===== config.mk =====
export PLATFORM = sky130hd
export DESIGN_NAME = can_tx_sched
export DESIGN_NICKNAME = d
export VERILOG_FILES = /design/src/rtl/can_tx_pkg.sv /design/src/rtl/can_tx_mb_slot.sv /design/src/rtl/can_tx_age.sv /design/src/rtl/can_tx_pick.sv /design/src/rtl/can_tx_sched.sv
export SDC_FILE = /design/constraint.sdc
export NUM_CORES = 1
export LEC_CHECK = 0
export BUFFER_PORTS_ARGS = -buffer_cell sky130_fd_sc_hd__buf_2
export CORE_MARGIN = 2
export CORE_UTILIZATION = 55
export CTS_BUF_LIST = sky130_fd_sc_hd__clkbuf_16
export CTS_CLUSTER_SIZE = 16
export DETAILED_ROUTE_END_ITERATION = 6
export PLACE_DENSITY = 0.87
export SETUP_SLACK_MARGIN = 0.1
export SLEW_MARGIN = 40
export SYNTH_ARGS = -nofsm -noshare
export SYNTH_HDL_FRONTEND = slang
export SYNTH_HIERARCHICAL = 1
export SYNTH_SLANG_ARGS = --single-unit

===== constraint.sdc =====
create_clock -name clk -period 3.25 [get_ports clk]
set_clock_uncertainty 0.05 [all_clocks]
set_input_delay 0.4875 -clock clk [delete_from_list [all_inputs] [get_ports clk]]
set_output_delay 0.4875 -clock clk [all_outputs]
set_load 0.03 [all_outputs]

===== src/rtl/can_tx_pkg.sv =====
package can_tx_pkg;
  typedef enum logic [1:0] {
    CPL_OK   = 2'b00,
    CPL_ERR  = 2'b01,
    CPL_LOST = 2'b10,
    CPL_RSVD = 2'b11
  } cpl_e;

  typedef enum logic [1:0] {
    ENG_IDLE  = 2'b00,
    ENG_OFFER = 2'b01,
    ENG_BUSY  = 2'b10
  } eng_st_e;
endpackage


===== src/rtl/can_tx_mb_slot.sv =====
module can_tx_mb_slot #(
  parameter int ID_W = 11
) (
  input  logic            clk,
  input  logic            rst_n,
  input  logic            req,
  input  logic [ID_W-1:0] req_id,
  input  logic            fin_ok,
  input  logic            fin_drop,
  output logic            pend,
  output logic            txok,
  output logic            done,
  output logic [ID_W-1:0] id
);
  logic            pend_q, txok_q, done_q, pend_d, txok_d, done_d;
  logic [ID_W-1:0] id_q;
  logic            accept;

  assign accept = req && !pend_q;

  always_comb begin
    pend_d = pend_q;
    txok_d = txok_q;
    done_d = done_q;
    if (accept) begin
      pend_d = 1'b1;
      txok_d = 1'b0;
      done_d = 1'b0;
    end else if (fin_ok) begin
      pend_d = 1'b0;
      txok_d = 1'b1;
      done_d = 1'b1;
    end else if (fin_drop) begin
      pend_d = 1'b0;
      done_d = 1'b1;
    end
  end

  always_ff @(posedge clk or negedge rst_n) begin
    if (!rst_n) begin
      pend_q <= 1'b0;
      txok_q <= 1'b0;
      done_q <= 1'b0;
    end else begin
      pend_q <= pend_d;
      txok_q <= txok_d;
      done_q <= done_d;
    end
  end

  always_ff @(posedge clk or negedge rst_n) begin
    if (!rst_n)      id_q <= '0;
    else if (accept) id_q <= req_id;
  end

  assign pend = pend_q;
  assign txok = txok_q;
  assign done = done_q;
  assign id   = id_q;

  p_arm_r2: assert property (@(posedge clk) disable iff (!rst_n)
    (req && !pend) |=> (pend && !done && !txok && id == $past(req_id)));
  p_keep_id_r2: assert property (@(posedge clk) disable iff (!rst_n)
    pend |=> (id == $past(id)));
  p_txok_done_r6: assert property (@(posedge clk) disable iff (!rst_n)
    txok |-> (done && !pend) || (!txok && pend));
  p_pend_done_excl_r6: assert property (@(posedge clk) disable iff (!rst_n)
    !(pend && done));
endmodule


===== src/rtl/can_tx_age.sv =====
module can_tx_age #(
  parameter int N = 3
) (
  input  logic                clk,
  input  logic                rst_n,
  input  logic [N-1:0]        acc,
  output logic [N-1:0][N-1:0] older
);
  logic [N-1:0][N-1:0] old_q, old_d;

  always_comb begin
    old_d = old_q;
    for (int a = 0; a < N; a++) begin
      for (int b = 0; b < N; b++) begin
        if (a != b) begin
          if (acc[a])      old_d[a][b] = acc[b] && (a < b);
          else if (acc[b]) old_d[a][b] = 1'b1;
        end
      end
    end
  end

  always_ff @(posedge clk or negedge rst_n) begin
    if (!rst_n)    old_q <= '0;
    else if (|acc) old_q <= old_d;
  end

  assign older = old_q;
endmodule


===== src/rtl/can_tx_pick.sv =====
module can_tx_pick #(
  parameter int N     = 3,
  parameter int ID_W  = 11,
  parameter int IDX_W = 2
) (
  input  logic [N-1:0]           cand,
  input  logic [N-1:0][ID_W-1:0] ids,
  input  logic [N-1:0][N-1:0]    older,
  input  logic                   use_age,
  output logic [N-1:0]           win,
  output logic [IDX_W-1:0]       win_idx
);
  always_comb begin
    win = '0;
    for (int i = 0; i < N; i++) begin
      logic beats;
      beats = 1'b1;
      for (int j = 0; j < N; j++) begin
        if (j != i && cand[j]) begin
          if (use_age) beats = beats && older[i][j];
          else beats = beats && ((ids[i] < ids[j]) || ((ids[i] == ids[j]) && (i < j)));
        end
      end
      win[i] = cand[i] && beats;
    end
  end

  always_comb begin
    win_idx = '0;
    for (int i = 0; i < N; i++)
      if (win[i]) win_idx = IDX_W'(i);
  end
endmodule


===== src/rtl/can_tx_sched.sv =====
module can_tx_sched #(
  parameter int NUM_MB = 3,
  parameter int ID_W   = 11,
  localparam int IDX_W = (NUM_MB > 1) ? $clog2(NUM_MB) : 1
) (
  input  logic                   clk,
  input  logic                   rst_n,
  input  logic                   order_fifo,
  input  logic                   one_shot,
  input  logic [NUM_MB-1:0]      req_i,
  input  logic [NUM_MB*ID_W-1:0] req_id_i,
  output logic                   eng_valid_o,
  input  logic                   eng_ready_i,
  output logic [IDX_W-1:0]       eng_mb_o,
  output logic [ID_W-1:0]        eng_id_o,
  input  logic                   cpl_valid_i,
  input  logic [1:0]             cpl_status_i,
  output logic [NUM_MB-1:0]      pending_o,
  output logic [NUM_MB-1:0]      txok_o,
  output logic [NUM_MB-1:0]      done_o
);
  import can_tx_pkg::*;

  logic [1:0] rst_sync_q;
  logic       rst_sync_n;

  always_ff @(posedge clk or negedge rst_n) begin
    if (!rst_n) rst_sync_q <= 2'b00;
    else        rst_sync_q <= {rst_sync_q[0], 1'b1};
  end
  assign rst_sync_n = rst_sync_q[1];

  logic [NUM_MB-1:0][ID_W-1:0]   mb_id;
  logic [NUM_MB-1:0][NUM_MB-1:0] older;
  logic [NUM_MB-1:0]             win, fin_ok, fin_drop, acc;
  logic [IDX_W-1:0]              win_idx;

  eng_st_e          st_q, st_d;
  logic [IDX_W-1:0] sel_q, sel_d;
  logic [ID_W-1:0]  sel_id_q, sel_id_d;
  logic             sel_en, cpl_take, cpl_good;

  assign acc      = req_i & ~pending_o;
  assign cpl_take = (st_q == ENG_BUSY) && cpl_valid_i;
  assign cpl_good = (cpl_status_i == CPL_OK);

  for (genvar k = 0; k < NUM_MB; k++) begin : g_mb
    assign fin_ok[k]   = cpl_take && (sel_q == IDX_W'(k)) && cpl_good;
    assign fin_drop[k] = cpl_take && (sel_q == IDX_W'(k)) && !cpl_good && one_shot;

    can_tx_mb_slot #(.ID_W(ID_W)) u_slot (
      .clk      (clk),
      .rst_n    (rst_sync_n),
      .req      (req_i[k]),
      .req_id   (req_id_i[k*ID_W +: ID_W]),
      .fin_ok   (fin_ok[k]),
      .fin_drop (fin_drop[k]),
      .pend     (pending_o[k]),
      .txok     (txok_o[k]),
      .done     (done_o[k]),
      .id       (mb_id[k])
    );
  end

  can_tx_age #(.N(NUM_MB)) u_age (
    .clk   (clk),
    .rst_n (rst_sync_n),
    .acc   (acc),
    .older (older)
  );

  can_tx_pick #(.N(NUM_MB), .ID_W(ID_W), .IDX_W(IDX_W)) u_pick (
    .cand    (pending_o),
    .ids     (mb_id),
    .older   (older),
    .use_age (order_fifo),
    .win     (win),
    .win_idx (win_idx)
  );

  always_comb begin
    st_d     = st_q;
    sel_d    = sel_q;
    sel_id_d = sel_id_q;
    sel_en   = 1'b0;
    case (st_q)
      ENG_IDLE: if (|pending_o) begin
        st_d     = ENG_OFFER;
        sel_en   = 1'b1;
        sel_d    = win_idx;
        sel_id_d = mb_id[win_idx];
      end
      ENG_OFFER: if (eng_ready_i) st_d = ENG_BUSY;
      ENG_BUSY:  if (cpl_valid_i) st_d = ENG_IDLE;
      default:   st_d = ENG_IDLE;
    endcase
  end

  always_ff @(posedge clk or negedge rst_sync_n) begin
    if (!rst_sync_n) st_q <= ENG_IDLE;
    else             st_q <= st_d;
  end

  always_ff @(posedge clk or negedge rst_sync_n) begin
    if (!rst_sync_n) begin
      sel_q    <= '0;
      sel_id_q <= '0;
    end else if (sel_en) begin
      sel_q    <= sel_d;
      sel_id_q <= sel_id_d;
    end
  end

  assign eng_valid_o = (st_q == ENG_OFFER);
  assign eng_mb_o    = sel_q;
  assign eng_id_o    = sel_id_q;

  p_offer_hold_r5: assert property (@(posedge clk) disable iff (!rst_sync_n)
    (eng_valid_o && !eng_ready_i) |=>
      (eng_valid_o && $stable(eng_mb_o) && $stable(eng_id_o)));
  p_no_offer_in_flight_r5: assert property (@(posedge clk) disable iff (!rst_sync_n)
    (eng_valid_o && eng_ready_i) |=> !eng_valid_o);
  p_offer_pending_r5: assert property (@(posedge clk) disable iff (!rst_sync_n)
    eng_valid_o |-> pending_o[eng_mb_o]);
  p_win_onehot_r3: assert property (@(posedge clk) disable iff (!rst_sync_n)
    $onehot0(win) && ((|pending_o) == (|win)));
  p_success_r6: assert property (@(posedge clk) disable iff (!rst_sync_n)
    (cpl_take && cpl_good) |=> (!pending_o[$past(eng_mb_o)] && txok_o[$past(eng_mb_o)]));
  p_retry_r7: assert property (@(posedge clk) disable iff (!rst_sync_n)
    (cpl_take && !cpl_good && !one_shot) |=>
      (pending_o[$past(eng_mb_o)] && !done_o[$past(eng_mb_o)]));
  p_one_shot_r8: assert property (@(posedge clk) disable iff (!rst_sync_n)
    (cpl_take && !cpl_good && one_shot) |=>
      (!pending_o[$past(eng_mb_o)] && done_o[$past(eng_mb_o)] && !txok_o[$past(eng_mb_o)]));
endmodule


# After elaboration in Yosys (flattened, before gate mapping)
# Cells that the tools add are included.
[totals]
register_bits = 63
latchBits = 0
ram_bits = 0
mem_bits_ro = 0
output_inout_bits = 23
word_cells = 130
n_memories = 0
[classes]
n_addsub = 0
n_mul = 0
div_mod_pow = 0
magnitude_cmp = 5
n_eq_ne = 8
shift = 0
n_mux = 49
bitwise_logic = 2
n_reduce_logical = 46
[op_table]
columns = ["cell", "count"]
rows = [
  ["11-bit less-than comparator", 4],
  ["1-bit 2-to-1 mux", 42],
  ["11-bit binary-select mux with 2-bit select", 1],
  ["1-bit logical AND", 22],
  ["2-bit nonzero test", 6],
  ["11-bit equality test", 1],
  ["11-bit 2-to-1 mux", 1],
  ["3-bit nonzero test", 3],
  ["2-bit 2-to-1 mux", 4],
  ["2-bit zero test", 3],
  ["2-bit one-hot mux with 3 select lines", 1],
  ["2-bit AND reduction", 3],
  ["3-bit AND reduction", 2],
  ["3-bit OR reduction", 2],
  ["2-bit by 1-bit equality test with 1-bit output (second input constant)", 2],
  ["2-bit equality test (second input constant)", 2],
  ["1-bit zero test", 4],
  ["2-bit != test (second input constant)", 2],
  ["3-bit bitwise AND", 1],
  ["2-bit by 3-bit less-than comparator with 1-bit output (second input constant)", 1],
  ["3-bit inverter", 1],
  ["2-bit by 1-bit != test with 1-bit output (second input constant)", 1],
  ["1-bit logical OR", 1],
]

# Logic depth before layout (Yosys ltp)
# Gate-level depths: netlist of run 1.
[depth]
word_depth = 11
mapped_depth = 13
mapped_depth_nobuf = 10

# Hierarchy
# The synthesis of run 1 kept the hierarchy.
[modules_own_cells]
columns = ["mod", "n_inst", "cells_each", "area_each_um2", "seq_area_each_um2"]
rows = [
  ["can_tx_mb_slot", 3, 34, 566.8, 350.3],
  ["can_tx_sched", 1, 84, 999.7, 425.4],
  ["can_tx_pick", 1, 127, 944.7, 0.0],
  ["can_tx_age", 1, 21, 229.0, 150.1],
]

# Least setup slack after synthesis of run 1
# No wires, ideal clock.
[synth_path]
kind = "register -> register"
startpoint = "register g_mb[0].u_slot.id_q[2]"
endpoint = "register sel_id_q[0], in the netlist eng_id_o[0]"
setup_time_ps = 125
t_arrival_ps = 2517
t_required_ps = 3075
slack_ps = 558
path_stages_with_launch = 14
path_buffers = 3
synth_period_minus_slack_ps = 2692
path_cell_list = "dfrtp_1 -> inv_1 -> ha_1 -> a21oi_1 -> o21ai_0 -> a221oi_2 -> o21ai_0 -> a21oi_1 -> buf_4 -> buf_2 -> buf_2 -> mux2i_1 -> o2bb2ai_1 -> mux2_4"
[synth_via]
elab_cells_between_ends = 20
[synth_rtl]
columns = ["element", "line_no", "rtl"]
rows = [
  ["start: declaration", "can_tx_mb_slot.sv:16", "logic [ID_W-1:0] id_q;"],
  ["start signal: assignment", "can_tx_mb_slot.sv:53", "else if (accept) id_q <= req_id;"],
  ["11-bit less-than comparator *", "can_tx_pick.sv:21", "else beats = beats && ((ids[i] < ids[j]) || ((ids[i] == ids[j]) && (i < j)));"],
  ["1-bit 2-to-1 mux *", "can_tx_pick.sv:20", "if (use_age) beats = beats && older[i][j];"],
  ["1-bit 2-to-1 mux *", "can_tx_pick.sv:19", "if (j != i && cand[j]) begin"],
  ["1-bit logical AND, on equally long branches", "can_tx_pick.sv:21, can_tx_pick.sv:20", ""],
  ["1-bit 2-to-1 mux", "can_tx_pick.sv:20", ""],
  ["1-bit 2-to-1 mux *", "can_tx_pick.sv:19", ""],
  ["1-bit logical AND *", "can_tx_pick.sv:24", "win[i] = cand[i] && beats;"],
  ["via win[2]", "can_tx_sched.sv:35", "logic [NUM_MB-1:0] win, fin_ok, fin_drop, acc;"],
  ["2-bit 2-to-1 mux *", "can_tx_pick.sv:31", "if (win[i]) win_idx = IDX_W'(i);"],
  ["via win_idx[1]", "can_tx_sched.sv:36", "logic [IDX_W-1:0] win_idx;"],
  ["11-bit binary-select mux with 2-bit select *", "can_tx_sched.sv:91", "sel_id_d = mb_id[win_idx];"],
  ["11-bit 2-to-1 mux (implied by the code) *", "can_tx_sched.sv:91", ""],
  ["end signal: assignment", "can_tx_sched.sv:110", "sel_id_q <= sel_id_d;"],
  ["end: declaration", "can_tx_sched.sv:40", "logic [ID_W-1:0] sel_id_q, sel_id_d;"],
]
# The timed path passes the listed nets; every way through them passes the cells marked *. The select of a mux whose other input is x is not followed.
# A chain may end at the register's enable or synchronous reset.

# Worst setup path in the final report of run 1
[layout_path]
startpoint = "register g_mb[0].u_slot.id_q[9]"
endpoint = "register sel_id_q[0], in the netlist eng_id_o[0]"
[layout_via]
elab_cells_between_ends = 20
[layout_rtl]
columns = ["element", "line_no"]
rows = [
  ["11-bit less-than comparator *", "can_tx_pick.sv:21"],
  ["1-bit 2-to-1 mux *", "can_tx_pick.sv:20"],
  ["1-bit 2-to-1 mux *", "can_tx_pick.sv:19"],
  ["1-bit logical AND, on equally long branches", "can_tx_pick.sv:21, can_tx_pick.sv:20"],
  ["1-bit 2-to-1 mux", "can_tx_pick.sv:20"],
  ["1-bit 2-to-1 mux *", "can_tx_pick.sv:19"],
  ["1-bit logical AND *", "can_tx_pick.sv:24"],
  ["via win[2]", "can_tx_sched.sv:35"],
  ["2-bit 2-to-1 mux *", "can_tx_pick.sv:31"],
  ["11-bit binary-select mux with 2-bit select *", "can_tx_sched.sv:91"],
  ["11-bit 2-to-1 mux (implied by the code) *", "can_tx_sched.sv:91"],
]
# Marks and branches as above.

==> impl_results.md, run 1 <==
- Final WL: 8120 um
- MaxCap Viol Count: 0
- Final HPWL DP: 6100 um
- Pwr dens: 1230 nW/um^2
- Slew headroom: 44.1%
- CP max-delay cell: dfrtp_1
- Max FO, Critical Path: 14
- Global-route wire length before repair: 13300 um
- Critical Path AT: 2.97 ns
- DRC: 0
- Unrepaired setup endpoints after global routing: false
- Fin. Hold Viols: 0
- CTS Buffer Depth: 2
- Dpl cells: 453
- Reg clk slew, reported paths: 0.06 ns
- Setup Viol. Count Final: 0
- Max Slew Vio Count: 0
- Reg2reg path depth: 12
- CTS tree: done
- Final core occ: 67.8%
- Required time of the critical path: 3.42 ns
- # IOs: 67
- Worst-Skew Late Latency: 0.34 ns
- Startpoint types: flip-flop
- Core ar.: 6460 um^2
- Die area: 7430 um^2
- Clock Sinks: 63
- Synth-to-Final Area Change: 17.9%
- Post-cts sizing count: 0
- Critical path class: flip-flop to flip-flop
- Starting Density: 57.6%
- Vias in the first global route: 2785
- Peak VDD IR: 0.000651 V
- Root Buffer: clkbuf_16
- CP Depth: 12
- DR pass1 iterations: 5
- 1st-iter DRT viols: 98
- Largest net degree at the start of global routing: 32
- Post-route insts no fill: 470
- DR vias/cell: 5.65
- CP bufs+invs: 3
- Post-route setup TNS: 0 ns
- Post-place setup slack: 0.536 ns
- Yosys Warn Count: 6
- Period utilisation layout: 86.1%
- Final nets: 465
- WL per Instance: 17.3 um
- Placed cell areas: 4050 um^2
- Max incr delay on CP: 0.38 ns
- Layout cells sized above 1: 37.2%
- Synthesized Nets: 393
- Tmin final: 2.80 ns
- Outcome: finished clean
- Rows: 29
- Worst Setup End Kind: flip-flop
- Total global-route track usage: 23.8%
- Antenna diodes: 0
- Final Cell Area: 4380 um^2
- Pleak: 0.00221 uW
- Placer Congestion: 0.886
- Critical path cell sequence: inv_1, ha_1, a21oi_1, o211ai_1, a221oi_2, o21ai_0, a21oi_1, buf_4, nor2b_1, buf_4, o2bb2ai_1, mux2_4
- H-tree Lvls: 3
- Cell family with most CP delay: compound AO/OA/AOI/OAI gates
- Synthesized area per cell: 11.8 um^2
- Hold/Removal Path Class: flip-flop to async pin
- Die Wd: 86.2 um
- Mapped Area: 3720 um^2
- Antenna Nets Post-Route: 0
- Mapped Cells: 316
- Overflow after GRT: 0
- Port Buffer Count: 66
- Initial antenna violation count: 0
- Die Ht: 86.2 um
- Final worst-path setup slack: 0.451 ns
- Fmax: 357 MHz
- Fill count: 512
- Vias: 2656
- Slew of the pin with the lowest slew margin: 0.838 ns
- CTS Buf Count: 9
cells in the final DEF, fill, tap and decap left out, types with 2 or more instances in the layout:
cell type and count:
or3_1 2, a21oi_1 12, o2bb2ai_1 10, mux2_2 16, and2b_1 3, nor2b_1 5
nand3b_1 4, o21ai_0 8, a21o_2 3, buf_2 66, nand4_1 6, mux2_4 30
clkinv_4 2, nor2_1 29, mux2i_1 11, nor3_1 4, inv_1 29, clkbuf_16 9
a21o_1 3, ha_1 33, clkinvlp_4 2, bufinv_16 2, nor3_2 2, nand2_1 13
dfrtp_1 62, buf_4 8
per-stage QoR:
| step | hold slack, ns | power [uW] |
|---|---|---|
| 2_1_floorplan | 0.142 | 3690 |
| 3_3_place_gp | 0.225 | 4180 |
| 3_5_place_dp | 0.226 | 4330 |
| 4_1_cts | 0.288 | 5390 |
| 5_1_grt | 0.317 | 5750 |
| 6_report | 0.263 | 5380 |
report_power, final:
| group | leakage [uW] | internal [uW] | total, uW | switching (uW) |
|---|---|---|---|---|
| clock network | 0.000152 | 671 | 1030 | 356 |
| registers | 0.000755 | 1170 | 1570 | 403 |
| logic | 0.00130 | 1350 | 2790 | 1440 |
| total | 0.00221 | 3190 | 5380 | 2190 |
worst reg2reg max path, cell delays in order, from the launching register on:
cell,delay [ns]
dfrtp_1,0.38
inv_1,0.09
ha_1,0.34
a21oi_1,0.20
o211ai_1,0.11
a221oi_2,0.21
o21ai_0,0.15
a21oi_1,0.19
buf_4,0.29
nor2b_1,0.11
buf_4,0.17
o2bb2ai_1,0.13
mux2_4,0.27
timing repair:
| item | in CTS | in global routing |
|---|---|---|
| endpoints found under the hold margin | 2 | 0 |
| buffers inserted | 0 | 0 |
| hold buffers | 1 | 0 |
routing by layer:
| metal | track usage (%) | up-vias | share of wire [%] |
|---|---|---|---|
| met5 | 0 | - | 0 |
| met4 | 9.38 | 0 | 2.0 |
| met3 | 7.62 | 15 | 6.9 |
| met2 | 39.4 | 96 | 48 |
| met1 | 29.1 | 1286 | 43 |
| li1 | - | 1259 | - |
cell type report:
cell class                 count  area, um^2  share of cell area [%]
inverter                      29         109                    2.48
clock buffer                   9         225                    5.14
sequential                    63        1580                    36.0
timing repair buffer          75         400                    9.14
clock inverter                 7        97.6                    2.23
multi-input combinational    210        1880                    42.8
tap                           77        96.3                    2.20
registers in the layout, summed over array words and instances, names as in the netlist:
name	flops
rst_sync_q	2
st_q	2
g_mb.u_slot/done	3
u_age/older	4
eng_mb_o	2
g_mb.u_slot/pend	3
g_mb.u_slot/id	33
eng_id_o	11
g_mb.u_slot/txok	3
worst paths after layout:
| path | from | endpoint | slack, ns |
|---|---|---|---|
| max in group asynchronous | rst_sync_q[1] | g_mb[1].u_slot/id[3] | 2.04 |
| worst max register to register | g_mb[0].u_slot/id[9] | eng_id_o[0] | 0.45 |
| worst min-delay path | rst_sync_q[1] | st_q[1] | 0.26 |
| worst max-delay path | g_mb[0].u_slot/id[9] | eng_id_o[0] | 0.45 |
| worst min register to register | rst_sync_q[1] | st_q[1] | 0.26 |
| min in group clk | rst_sync_q[0] | rst_sync_q[1] | 0.30 |
No activity file was read; power rests on OpenSTA's default activity.
==> run 2, diff against run 1 <==
--- a/config.mk
+++ b/config.mk
@@ -6,6 +6,7 @@
 export NUM_CORES = 1
 export LEC_CHECK = 0
 export BUFFER_PORTS_ARGS = -buffer_cell sky130_fd_sc_hd__buf_2
+export CORE_ASPECT_RATIO = 0.6
 export CORE_MARGIN = 2
 export CORE_UTILIZATION = 55
 export CTS_BUF_LIST = sky130_fd_sc_hd__clkbuf_16
==> impl_results.md, run 2 (synthesis gave the netlist of run 1 again) <==
- Startpoint types: flip-flop
- Total global-route track usage: 25.1%
- CTS Buffer Depth: 2
- Vias in the first global route: 2704
- Unrepaired setup endpoints after global routing: false
- Share of power burned in registers: 28.5%
- PnR Total Power: 5470 uW
- Die area: 7450 um^2
- Global-route wire length before repair: 13400 um
- Pleak: 0.00224 uW
- Post-route setup TNS: 0 ns
- Reg2Reg Setup Slack: 0.46 ns
- DR pass1 iterations: 5
- DRC: 0
- Largest net degree at the start of global routing: 35
- Max reg flops: 33
- Slew headroom: 45.4%
- Initial antenna violation count: 0
- DR vias/cell: 5.53
- Share of total power in the clock network: 19.9%
- Max Slew Vio Count: 0
- Vias: 2664
- MaxCap Viol Count: 0
- Starting Density: 56.2%
- Reg-to-reg endpoint: eng_id_o[1]
- Commonest non-fill, non-tap cell in the layout: buf_2
- Layout cells sized above 1: 37.2%
- Critical Path AT: 2.95 ns
- Worst-Skew Late Latency: 0.34 ns
- Outcome: finished clean
- Slew of the pin with the lowest slew margin: 0.820 ns
- Most frequent cells in the layout: buf_2, dfrtp_1, ha_1, mux2_4
- Overflow after GRT: 0
- Synth-to-Final Area Change: 19.3%
- Core ar.: 6620 um^2
- CTS tree: done
- Pwr dens: 1230 nW/um^2
- Reg clk slew, reported paths: 0.05 ns
- Worst Setup End Kind: flip-flop
- Die Wd: 110 um
- Final WL: 8480 um
- Setup bufs post-CTS: 0
- Final nets: 467
- Required time of the critical path: 3.41 ns
- Fin. Hold Viols: 0
- Fmax: 359 MHz
- Clock Sinks: 63
- Port Buffer Count: 66
- P_int: 3280 uW
- Reg2Reg Launch Point: g_mb[0].u_slot/id[2]
- Post-cts sizing count: 0
- Rows: 23
- Critical path class: flip-flop to flip-flop
- Antenna diodes: 0
- Period utilisation layout: 85.8%
- 1st-iter DRT viols: 213
- Comb pwr share: 51.6%
- Antenna Nets Post-Route: 0
- Final core occ: 67.0%
- Final worst-path setup slack: 0.461 ns
- Post-place setup slack: 0.481 ns
- Placer Congestion: 0.935
- CTS Buf Count: 9
- Die Ht: 67.7 um
- H-tree Lvls: 3
- Peak VDD IR: 0.000623 V
- Hold/Removal Path Class: flip-flop to async pin
- Switching portion of total power: 40.1%
- Reg2reg path depth: 11
- Setup Viol. Count Final: 0
- Root Buffer: clkbuf_16
- Max FO, Critical Path: 7
- WL per Instance: 17.6 um
- Final HPWL DP: 6370 um
- Sw power: 2200 uW
- Tmin final: 2.79 ns
- # IOs: 67
- Hold_buf cts: 1
[run 2: cell types whose count changed in the layout (fill, tap and decap cells not counted)]
cell / delta
clkinv_2: +1
clkinv_1: +1
buf_12: +1
clkinvlp_4: -1
bufinv_16: +1
clkinv_4: -2
buf_4: +1
[run 2: through the flow]
| stage | area [um^2] | std cells | hold slack, ns |
|---|---|---|---|
| 6_report | 4440 | 482 | 0.0814 |
| 5_1_grt | 4440 | 482 | 0.0945 |
| 4_1_cts | 4420 | 481 | 0.291 |
| 3_5_place_dp | 4070 | 464 | 0.226 |
| 3_3_place_gp | 4070 | 464 | 0.223 |
| 2_1_floorplan | 3720 | 316 | 0.142 |
[run 2: power groups by stage]
stage               clock, uW  sequential, uW  combinational [uW]
detailed placement          0            1570                2800
CTS                      1110            1560                2810
floorplan                   0            1670                2020
global placement            0            1550                2660
finish                   1090            1560                2820
global route             1150            1620                3080
[run 2: cell type report]
| cell class | count | area, um^2 |
|---|---|---|
| Clock buffer | 9 | 225 |
| Tap cell | 87 | 109 |
| Multi-Input combinational cell | 210 | 1880 |
| Timing Repair Buffer | 77 | 428 |
| Sequential cell | 63 | 1580 |
| Clock inverter | 7 | 111 |
| Fill cell | 530 | 2180 |
| Inverter | 29 | 109 |
[run 2: per-layer routing]
metal  GRT usage (%)  wire, um  vias to the layer above
met2            38.0      3640                       87
li1                -         -                     1262
met4            4.53        69                        0
met5               0         0                        -
met1            34.8      4170                     1306
met3            9.85       605                        9
[run 2: critical path, stage by stage (launching register included)]
cell and delay (ns):
dfrtp_1 0.36, inv_1 0.08, ha_1 0.32, a21oi_1 0.12
o21ai_0 0.15, a221oi_2 0.38, o21ai_0 0.15, o221a_1 0.35
nor2b_1 0.18, buf_4 0.15, o2bb2ai_1 0.12, mux2_4 0.27
[run 2: worst max-delay path by stage]
stage / cells after the start / end / slack [ns] / start
floorplan: 13 / eng_id_o[0] / 0.65 / g_mb[0].u_slot/id[2]
global placement: 11 / eng_id_o[5] / 0.61 / g_mb[0].u_slot/id[2]
detailed placement: 11 / eng_id_o[4] / 0.48 / g_mb[0].u_slot/id[2]
CTS: 11 / eng_id_o[1] / 0.48 / g_mb[0].u_slot/id[2]
global route: 11 / eng_id_o[8] / 0.29 / g_mb[2].u_slot/id[2]
finish: 11 / eng_id_o[1] / 0.46 / g_mb[0].u_slot/id[2]
==> run 3, diff against run 2 <==
--- a/config.mk
+++ b/config.mk
@@ -10,12 +10,12 @@
 export CORE_MARGIN = 2
 export CORE_UTILIZATION = 55
 export CTS_BUF_LIST = sky130_fd_sc_hd__clkbuf_16
+export CTS_CLUSTER_DIAMETER = 80
 export CTS_CLUSTER_SIZE = 16
 export DETAILED_ROUTE_END_ITERATION = 6
-export PLACE_DENSITY = 0.87
+export PLACE_DENSITY = 0.88
 export SETUP_SLACK_MARGIN = 0.1
 export SLEW_MARGIN = 40
 export SYNTH_ARGS = -nofsm -noshare
 export SYNTH_HDL_FRONTEND = slang
-export SYNTH_HIERARCHICAL = 1
 export SYNTH_SLANG_ARGS = --single-unit
==> constraint.sdc (replaced) <==
create_clock -name clk -period 2.6 [get_ports clk]
set_clock_uncertainty 0.05 [all_clocks]
set_input_delay 0.39 -clock clk [delete_from_list [all_inputs] [get_ports clk]]
set_output_delay 0.39 -clock clk [all_outputs]
set_load 0.03 [all_outputs]
==> impl_results.md, run 3 <==
- Slew of the pin with the lowest slew margin: 0.559 ns
- Mapped Area: 3460 um^2
- Most frequent cells in the layout: buf_2, dfrtp_1, nand2_1, ha_1
- Critical path cell sequence: ha_1, nand4_1, a21oi_2, nor3_2, o211ai_1, buf_4, o21ba_4, mux2i_1, o211ai_2
- Mapped Cells: 343
- Post-route setup TNS: 0 ns
- Slew headroom: 62.7%
- Max incr delay on CP: 0.46 ns
- # IOs: 67
- Peak VDD IR: 0.000887 V
- Root Buffer: clkbuf_16
- Startpoint types: flip-flop
- Critical Path AT: 2.65 ns
- Starting Density: 56.9%
- Overflow after GRT: 0
- Synth-to-Final Area Change: 27.1%
- Reg clk slew, reported paths: 0.06 ns
- H-tree Lvls: 3
- Synthesized Nets: 418
- CTS tree: done
- Die Wd: 106 um
- Global-route wire length before repair: 14000 um
- DRC: 0
- Rows: 22
- 1st-iter DRT viols: 186
- Fin. Hold Viols: 0
- Max Slew Vio Count: 0
- Number of synthesized flops with an enable pin: 0
- Clock Sinks: 63
- Placed cell areas: 3850 um^2
- Setup Viol. Count Final: 0
- Die area: 6960 um^2
- Placer Congestion: 0.950
- Fmax: 402 MHz
- Final Cell Area: 4400 um^2
- Min-delay src: req_id_i[10]
- Die Ht: 65.4 um
- Register area share after synthesis: 45.6%
- Vias in the first global route: 2698
- CTS Buf Count: 9
- Outcome: finished clean
- Core ar.: 6080 um^2
- Setup crit start: g_mb[2].u_slot.id[6]
- WL per Instance: 17.9 um
- Top-area cell type share of the netlist area: 45.6%
- Final WL: 9100 um
- Layout cells sized above 1: 35.9%
- Required time of the critical path: 2.76 ns
- Register bit total from synthesis: 63
- Ys flop type: dfrtp_1
- Antenna Nets Post-Route: 0
- Tmin final: 2.49 ns
- DR pass1 iterations: 4
- Port Buffer Count: 66
- Worst-Skew Late Latency: 0.34 ns
- Final HPWL DP: 6260 um
- Max FO, Critical Path: 6
- Unrepaired setup endpoints after global routing: true
- Initial antenna violation count: 0
- Max reg flops: 33
- Total global-route track usage: 27.4%
- Synth async-reset ratio: 100%
- Worst Setup End Kind: flip-flop
- Final nets: 493
- MaxCap Viol Count: 0
- Reg2Reg Setup Slack: 0.11 ns
- Synthesized area per cell: 10.1 um^2
- CP max-delay cell: dfrtp_2
- Pwr dens: 1510 nW/um^2
- Largest net degree at the start of global routing: 44
- Vias: 2820
- Commonest non-fill, non-tap cell in the layout: buf_2
- Synth top area cells: dfrtp_1, ha_1, nand2_1, o21ai_0, mux2_2
- Yosys Warn Count: 0
- Reg2Reg Launch Point: g_mb[2].u_slot.id[6]
- Fill count: 449
- Count leader, synth: dfrtp_1
- Period utilisation layout: 95.7%
- DR vias/cell: 5.56
- Commonest cells post-synth: dfrtp_1, nand2_1, ha_1, o21ai_0, inv_1
- Netlist cell types: 38
- Hold/Removal Path Class: input pin to flip-flop
- Pleak: 0.00210 uW
- Critical path class: flip-flop to flip-flop
- Antenna diodes: 0
- Yosys top cell by area: dfrtp_1
- CTS Buffer Depth: 2
run 3: logic make-up (layout without fill, tap and decap cells):
logic type | Yosys count | in the layout | share of synthesized area (%)
AND/OR/NAND/NOR | 98 | 98 | 13.9
AO/OA/AOI/OAI | 77 | 78 | 15.2
flip-flops | 63 | 63 | 45.6
buffers and inverters | 50 | 129 | 6.94
adder cells (fa/ha/maj) | 31 | 31 | 11.2
multiplexers | 23 | 23 | 7.09
other | 1 | 1 | 0.108
run 3: worst max-delay path: cells and delay by family, from the launching register on:
kind	cells	cell delay, ns
AOI/OAI and AO/OA	4	0.79
DFF	1	0.46
muxes	1	0.33
buffers and inverters	1	0.19
adders and majority gates	1	0.32
and+or+nand+nor	2	0.22
run 3: cell type report:
cell class	instances	area (um^2)	share of cell area, %
Clock inverter	7	120	2.73
Tap cell	84	105	2.39
Timing Repair Buffer	86	517	11.7
Sequential cell	63	1590	36.1
Multi-Input combinational cell	231	1740	39.6
Inverter	27	101	2.30
Clock buffer	9	225	5.12
run 3: power breakdown:
group          switching (uW)  leakage (uW)  internal (uW)
registers                 448      0.000764           1430
logic                    1900       0.00117           1460
clock network             461      0.000166            939
total                    2810       0.00210           3830
run 3: repair_timing:
| item | CTS | global route |
|---|---|---|
| hold endpoints to repair | 2 | 0 |
| cloned | 0 | 2 |
| setup buffers | 0 | 8 |
| hold buffers | 1 | 0 |
| resized for setup | 1 | 21 |
| pin swaps | 0 | 3 |
| endpoints found under the setup margin | 2 | 13 |
run 3: metal layers:
metal	part of all wire, %	up-vias	GRT usage [%]
met2	40	134	36.3
met1	50	1327	43.5
met4	1.1	0	8.22
met3	9.8	10	6.45
li1	-	1349	-
met5	0	-	0
run 3: worst paths after layout:
check,endpoint,cells past startpoint
setup / recovery,eng_id_o[9],9
hold / removal,g_mb[0].u_slot.id[10],3
setup reg to reg,eng_id_o[9],9
hold reg to reg,g_mb[1].u_slot.id[1],0
max in group asynchronous,eng_id_o[5],1
min in group asynchronous,g_mb[1].u_slot.id[1],0
run 3: per-stage QoR:
stage          instances  power (uW)  hold WS [ns]  util, %  setup slack, ns
2_1_floorplan        343        3920        0.0444        -            0.389
3_3_place_gp         480        4580         0.125     63.2           0.0160
3_5_place_dp         480        4670         0.128     63.2           0.0855
4_1_cts              497        6120         0.203     69.2            0.116
5_1_grt              507        7070         0.217     72.3           0.0490
6_report             507        6640         0.204     72.3            0.112
